===== config.mk =====
export PLATFORM = sky130hd
export DESIGN_NAME = evt_perf_unit
export DESIGN_NICKNAME = d
export VERILOG_FILES = /design/src/rtl/epu_pkg.sv /design/src/rtl/epu_evt_sel.sv /design/src/rtl/epu_ctl_reg.sv /design/src/rtl/epu_counter.sv /design/src/rtl/evt_perf_unit.sv
export SDC_FILE = /design/constraint.sdc
export NUM_CORES = 1
export LEC_CHECK = 0
export BUFFER_PORTS_ARGS = -buffer_cell sky130_fd_sc_hd__buf_2
export CORE_MARGIN = 5
export CORE_UTILIZATION = 35
export CTS_BUF_LIST = sky130_fd_sc_hd__clkbuf_16
export DETAILED_ROUTE_END_ITERATION = 6
export PLACE_DENSITY = 0.58
export SLEW_MARGIN = 20
export SYNTH_ARGS = -nofsm -noshare
export SYNTH_HDL_FRONTEND = slang
export SYNTH_SLANG_ARGS = --single-unit

===== constraint.sdc =====
create_clock -name clk -period 2.6 [get_ports clk]
set_input_delay 0.13 -clock clk [delete_from_list [all_inputs] [get_ports clk]]
set_output_delay 0.13 -clock clk [all_outputs]
set_load 0.01 [all_outputs]

===== src/rtl/epu_pkg.sv =====
package epu_pkg;

   // number of pulse-driven event sources
   localparam int EPU_NUM_SRC = 6;
   localparam int EPU_CODE_W  = 11;

   // event code assigned to each pulse index, index 0 in the low slot
   localparam logic [EPU_NUM_SRC-1:0][EPU_CODE_W-1:0] EPU_SRC_CODES = {
      11'h032,   // 5: operand-cache read miss
      11'h031,   // 4: operand-cache read access
      11'h02a,   // 3: instruction-cache miss
      11'h029,   // 2: instruction-cache access
      11'h204,   // 1: unconditional branch
      11'h202    // 0: instruction executed
   };

   // code that counts every clock without a pulse
   localparam logic [EPU_CODE_W-1:0] EPU_CYCLE_CODE = 11'h000;

   // control word layout
   localparam int EPU_CTL_EN    = 0;
   localparam int EPU_CTL_MODE  = 1;
   localparam int EPU_CTL_START = 3;
   localparam int EPU_CTL_EVLSB = 6;

   // status word layout, per counter lane of 8 bits
   localparam int EPU_LANE_W   = 8;
   localparam int EPU_LANE_CLR = 1;
   localparam int EPU_LANE_OVF = 3;

endpackage


===== src/rtl/epu_evt_sel.sv =====
module epu_evt_sel
   import epu_pkg::*;
#(
   parameter int CODE_W       = EPU_CODE_W,
   parameter int NUM_SRC      = EPU_NUM_SRC,
   parameter bit CYCLE_EVT_EN = 1'b1
) (
   input  logic [CODE_W-1:0]  code_i,
   input  logic [NUM_SRC-1:0] pulse_i,
   output logic               hit_o
);

   logic [NUM_SRC-1:0] match;
   logic               cyc_hit;

   generate
      if (NUM_SRC != EPU_NUM_SRC) begin : g_bad_src
         $error("epu_evt_sel: NUM_SRC must equal the event table size");
      end
      if (CODE_W != EPU_CODE_W) begin : g_bad_code
         $error("epu_evt_sel: CODE_W must equal the event code width");
      end

      for (genvar k = 0; k < NUM_SRC; k++) begin : g_src
         assign match[k] = (code_i == EPU_SRC_CODES[k]) & pulse_i[k];
      end

      if (CYCLE_EVT_EN) begin : g_cyc
         assign cyc_hit = (code_i == EPU_CYCLE_CODE);
      end else begin : g_nocyc
         assign cyc_hit = 1'b0;
      end
   endgenerate

   assign hit_o = (|match) | cyc_hit;

endmodule


===== src/rtl/epu_ctl_reg.sv =====
module epu_ctl_reg
   import epu_pkg::*;
#(
   parameter int DATA_W = 32,
   parameter int CODE_W = EPU_CODE_W
) (
   input  logic              clk,
   input  logic              rst_n,
   input  logic              wr_i,
   input  logic [DATA_W-1:0] wdata_i,
   output logic [DATA_W-1:0] word_o,
   output logic [CODE_W-1:0] code_o,
   output logic              run_o
);

   localparam logic [DATA_W-1:0] EV_FIELD =
      DATA_W'(((64'd1 << CODE_W) - 64'd1) << EPU_CTL_EVLSB);
   localparam logic [DATA_W-1:0] KEEP_MASK = EV_FIELD
      | (DATA_W'(1) << EPU_CTL_START)
      | (DATA_W'(1) << EPU_CTL_MODE)
      | (DATA_W'(1) << EPU_CTL_EN);

   logic [DATA_W-1:0] ctl_q;

   generate
      if (EPU_CTL_EVLSB + CODE_W > DATA_W) begin : g_bad_w
         $error("epu_ctl_reg: event field does not fit the data word");
      end
   endgenerate

   always_ff @(posedge clk) begin
      if (!rst_n) begin
         ctl_q <= '0;
      end else if (wr_i) begin
         ctl_q <= wdata_i & KEEP_MASK;
      end
   end

   assign word_o = ctl_q;
   assign code_o = ctl_q[EPU_CTL_EVLSB +: CODE_W];
   assign run_o  = ctl_q[EPU_CTL_EN] & ctl_q[EPU_CTL_START];

endmodule


===== src/rtl/epu_counter.sv =====
module epu_counter #(
   parameter int CNT_W = 32
) (
   input  logic             clk,
   input  logic             rst_n,
   input  logic             clr_i,
   input  logic             inc_i,
   output logic [CNT_W-1:0] cnt_o,
   output logic             ovf_o
);

   logic [CNT_W-1:0] cnt_q;
   logic             ovf_q;
   logic             at_top;

   generate
      if (CNT_W < 2) begin : g_bad_w
         $error("epu_counter: CNT_W must be at least 2");
      end
   endgenerate

   assign at_top = &cnt_q;

   always_ff @(posedge clk) begin
      if (!rst_n) begin
         cnt_q <= '0;
         ovf_q <= 1'b0;
      end else if (clr_i) begin
         cnt_q <= '0;
         ovf_q <= 1'b0;
      end else if (inc_i) begin
         cnt_q <= cnt_q + 1'b1;
         if (at_top) begin
            ovf_q <= 1'b1;
         end
      end
   end

   assign cnt_o = cnt_q;
   assign ovf_o = ovf_q;

endmodule


===== src/rtl/evt_perf_unit.sv =====
module evt_perf_unit
   import epu_pkg::*;
#(
   parameter int NUM_CNT      = 2,
   parameter int CNT_W        = 32,
   parameter int DATA_W       = 32,
   parameter int ADDR_W       = 4,
   parameter int CNT_BASE     = 4,
   parameter int STAT_ADDR    = 8,
   parameter bit CYCLE_EVT_EN = 1'b1
) (
   input  logic                   clk,
   input  logic                   rst_n,
   input  logic [ADDR_W-1:0]      bus_addr,
   input  logic                   bus_wr,
   input  logic [DATA_W-1:0]      bus_wdata,
   output logic [DATA_W-1:0]      bus_rdata,
   input  logic [EPU_NUM_SRC-1:0] evt_pulse
);

   localparam int STAT_BITS = NUM_CNT * EPU_LANE_W;

   logic [NUM_CNT-1:0][DATA_W-1:0]     ctl_word;
   logic [NUM_CNT-1:0][EPU_CODE_W-1:0] ctl_code;
   logic [NUM_CNT-1:0]                 ctl_run;
   logic [NUM_CNT-1:0]                 evt_hit;
   logic [NUM_CNT-1:0]                 inc_vec;
   logic [NUM_CNT-1:0]                 clr_pulse;
   logic [NUM_CNT-1:0][CNT_W-1:0]      cnt_all;
   logic [NUM_CNT-1:0]                 ovf_vec;
   logic [DATA_W-1:0]                  stat_word;
   logic                               stat_wr;
   logic [DATA_W-1:0]                  wdata_unused;

   // elaboration-time parameter checks
   generate
      if (NUM_CNT < 1 || NUM_CNT > 4) begin : g_bad_num
         $error("evt_perf_unit: NUM_CNT must be 1 to 4");
      end
      if (CNT_W > DATA_W) begin : g_bad_cw
         $error("evt_perf_unit: CNT_W must not exceed DATA_W");
      end
      if (STAT_BITS > DATA_W) begin : g_bad_sw
         $error("evt_perf_unit: status lanes exceed DATA_W");
      end
      if (NUM_CNT > CNT_BASE || CNT_BASE + NUM_CNT > STAT_ADDR) begin : g_bad_map
         $error("evt_perf_unit: register windows overlap");
      end
      if (STAT_ADDR >= (1 << ADDR_W)) begin : g_bad_aw
         $error("evt_perf_unit: STAT_ADDR outside the address range");
      end
   endgenerate

   assign stat_wr = bus_wr && (bus_addr == ADDR_W'(STAT_ADDR));

   generate
      for (genvar i = 0; i < NUM_CNT; i++) begin : g_cnt
         logic ctl_wr;

         assign ctl_wr       = bus_wr && (bus_addr == ADDR_W'(i));
         assign clr_pulse[i] = stat_wr && bus_wdata[i*EPU_LANE_W + EPU_LANE_CLR];

         epu_ctl_reg #(
            .DATA_W (DATA_W),
            .CODE_W (EPU_CODE_W)
         ) ctl_i (
            .clk     (clk),
            .rst_n   (rst_n),
            .wr_i    (ctl_wr),
            .wdata_i (bus_wdata),
            .word_o  (ctl_word[i]),
            .code_o  (ctl_code[i]),
            .run_o   (ctl_run[i])
         );

         epu_evt_sel #(
            .CODE_W       (EPU_CODE_W),
            .NUM_SRC      (EPU_NUM_SRC),
            .CYCLE_EVT_EN (CYCLE_EVT_EN)
         ) sel_i (
            .code_i  (ctl_code[i]),
            .pulse_i (evt_pulse),
            .hit_o   (evt_hit[i])
         );

         assign inc_vec[i] = ctl_run[i] & evt_hit[i];

         epu_counter #(
            .CNT_W (CNT_W)
         ) cnt_i (
            .clk   (clk),
            .rst_n (rst_n),
            .clr_i (clr_pulse[i]),
            .inc_i (inc_vec[i]),
            .cnt_o (cnt_all[i]),
            .ovf_o (ovf_vec[i])
         );
      end
   endgenerate

   // status word: only overflow flags are visible, everything else reads zero
   always_comb begin
      stat_word = '0;
      for (int i = 0; i < NUM_CNT; i++) begin
         stat_word[i*EPU_LANE_W + EPU_LANE_OVF] = ovf_vec[i];
      end
   end

   // read mux
   always_comb begin
      bus_rdata = '0;
      for (int i = 0; i < NUM_CNT; i++) begin
         if (bus_addr == ADDR_W'(i)) begin
            bus_rdata = ctl_word[i];
         end
         if (bus_addr == ADDR_W'(CNT_BASE + i)) begin
            bus_rdata = DATA_W'(cnt_all[i]);
         end
      end
      if (bus_addr == ADDR_W'(STAT_ADDR)) begin
         bus_rdata = stat_word;
      end
   end

   // write-data bits that no status lane decodes
   assign wdata_unused = bus_wdata;

endmodule


==> flow_summary.yaml <==
outcome:
  status: "finished, final reports clean"
setup_path:
  r2r_cells: 6
  startpoint: "g_cnt[1].ctl_i.word_o[10]$_SDFFE_PN0P_"
  end_kind: "register"
  endpoint: "g_cnt[1].cnt_i.cnt_o[17]$_SDFFE_PP0P_"
  cp.arrival_ns: 2.64
  required_ns: 2.88
  rr_endpoint: "g_cnt[1].cnt_i.cnt_o[17]$_SDFFE_PP0P_"
  r2r_start: "g_cnt[1].ctl_i.word_o[10]$_SDFFE_PN0P_"
  r2r_slack_ns: 0.24
  path_class: "reg2reg"
  crit_fanout: 18
  cp-start-kind: "register"
synthesis:
  synth_compound_area_frac: 0.176
  synth_fa_ha_area_frac: 0.00454
  synth_top_family_by_area: "simple AND/OR/NAND/NOR gates"
  synthTopCellsByArea: "dfxtp_1 (34%), mux2i_1 (8.7%), nand2_1 (6.2%), mux4_2 (5.7%), a21oi_1 (5.2%)"
  syn_nets: 694
  synth_seq_area_share: 0.342
  muxShareOfSynthArea: 0.144
  ys_warn_count: 0
  yosysUniqueCellTypes: 51
  synth_area_um2: 5510
  synth_edf_count: 0
  async_flop_share: 0
  yosys.area_share.simple: 0.286
  synth_xor_area_frac: 0
  ys.flop_type: "dfxtp_1"
  avgSynthCellArea_um2: 8.52
  synth_seq_cells: 94
  synth_top_area_share: 0.342
  synth_area_leader_cell: "dfxtp_1"
  syn_inst: 647
layout:
  area_growth_pct: 15.9
  nFillCells: 1507
  antennaDiodeCount: 0
  regArea_um2: 1880
  design_area_um2: 6390
  final_nets: 738
  layout.cells.non_filler: 907
  multi_input_area_um2: 3380
  drive_gt1_frac: 0.172
sta:
  clock.fmax_ghz: 0.424
  hold_viol: 0
  slew_viol_final: 0
  finalSetupViolations: 0
  finalWorstSetupSlack_ns: 0.243
  finalSetupTns_ns: 0
  min_period_ns: 2.36
  holdWs_ns: 0.0255
  clock_skew_ns: 0.00686
  rsz0062_at_grt: "no"
  fin_crit_sh: 0.907
  max-slew-margin-rel: 0.520
  worst_pin_slew_ns: 0.720
floorplanning:
  die_width_um: 135
  start_util: 0.360
  core_um2: 15300
  io_pins: 77
  die_area_um2: 18400
  num_rows: 45
  die_h_um: 135
clock_tree:
  clkSlewWorstSetupHoldPaths_ns: 0.07
  cts-root-buf: "clkbuf_16"
  htreeDepth: 3
  cts.repair.resized: 0
  cts_hold_buf: 0
  cts_buffer_depth: 2
  insertion_delay_ns: 0.35
  cts_tree: "built"
  cts_inserted_buffers: 9
  cts_setup_buffers: 0
  cts_sinks: 94
detailed_routing:
  dr.pass1.iters: 5
  drc_errors: 0
  wirelength_um: 16000
  ant_nets: 0
  avgViaCountPerCell: 5.70
  routedWlPerCell_um: 17.6
  drtIter0Drc: 481
  vias: 5173
place:
  pre_cts_ws_ns: 0.263
  gp_congestion: 0.878
  dpl_cell_area_um2: 6030
  dp_hpwl_um: 11700
  dp.cells: 891
  io_buffers: 58
worst_hold_path:
  min_path_cells: 3
  worstHoldPathType: "in2reg"
global_route:
  grt_antenna_before_repair: 0
  grt_pass1_vias: 4912
  gr-total-overflow: 0
  grt_max_degree: 61
  grt_pass1_wl_um: 26300
  grt_use_total: 0.178
power:
  peakVddDrop_v: 0.000328
  leakage_uw: 0.00223
  power.density_nw_per_um2: 507
run:
  maxCapViolCount: 0
==> power by group <==
group          switching [µW]  internal, µW  total, µW
combinational             121          60.3        181
sequential               8.05          1440       1450
clock                     576          1030       1610
==> worst min-delay path by stage <==
stage                       start                                     end
floorplan            bus_wdata[1]   g_cnt[0].ctl_i.word_o[1]$_SDFFE_PN0P_
global placement     bus_wdata[0]   g_cnt[1].ctl_i.word_o[0]$_SDFFE_PN0P_
detailed placement   bus_wdata[6]   g_cnt[1].ctl_i.word_o[6]$_SDFFE_PN0P_
CTS                  bus_wdata[6]   g_cnt[0].ctl_i.word_o[6]$_SDFFE_PN0P_
global route        bus_wdata[11]  g_cnt[0].ctl_i.word_o[11]$_SDFFE_PN0P_
finish               bus_wdata[6]   g_cnt[0].ctl_i.word_o[6]$_SDFFE_PN0P_
==> state kept, by name, indices dropped and copies added, names as in the netlist <==
register	flops
g_cnt.ctl_i.word_o	28
g_cnt.cnt_i.ovf_o	2
g_cnt.cnt_i.cnt_o	64
==> stage by stage <==
step                utilization  power, µW
detailed placement        0.394       1670
floorplan                     -       1610
global placement          0.394       1660
finish                    0.417       3240
CTS                       0.417       3280
global route              0.417       3350
==> cells in the final DEF, fill, tap and decap left out, types with 6 or more instances in the layout <==
cell type and count:
nand3b_1 8, o21ai_0 6, nand4_1 21, buf_4 23
a22o_1 21, or4_1 25, clkbuf_16 9, buf_2 58
mux2i_1 48, inv_1 9, dfxtp_1 94, o31ai_1 25
a211oi_1 9, nor2_1 29, nand3_1 32, and3_1 12
and2_1 15, a2111oi_0 8, mux4_2 14, a21oi_1 57
nand2b_1 33, nand2_1 91
==> critical path, stage by stage, from the launching register on <==
cell and delay [ns]:
dfxtp_1 0.37, o41ai_1 0.36, and4_1 0.32, buf_4 0.17, nand3_2 0.31, or4_1 0.59
a21oi_1 0.15
==> cell type report <==
cell class,count,share of cell area
Clock buffer,9,0.0353
Tap cell,211,0.0413
Multi-Input combinational cell,495,0.529
Inverter,10,0.00588
Clock inverter,7,0.0213
Sequential cell,94,0.295
Timing Repair Buffer,81,0.0725
==> cell usage after synthesis (all sizes together) (3+ instances only) <==
cell	number
inv	9
nand2b	33
mux4	14
or4	25
o21ai	7
a22o	21
and2	15
nor4b	3
and3	12
nor2	29
a2111oi	8
a211oi	9
dfxtp	94
mux2i	48
nand3	34
clkbuf	32
and4	4
a21oi	57
nand2	91
nand3b	8
o31ai	25
nor4	3
nand4	22
o211ai	3
buf	16
nor3	5
==> cells by family (layout without fill, tap and decap cells) <==
kind of cell,Yosys count,in the layout
AOI/OAI and AO/OA,142,142
adders and majority gates,2,2
buffers and inverters,58,107
DFF,94,94
muxes,62,62
and+or+nand+nor,289,289
==> per-layer routing <==
metal | up-vias | track usage | wire length, µm
met3 | 27 | 0.0260 | 806
met4 | 0 | 0.0733 | 382
met2 | 146 | 0.274 | 7350
met1 | 2483 | 0.251 | 7440
met5 | - | 0 | 0
li1 | 2517 | - | -
(Power assumes the default switching activity.)
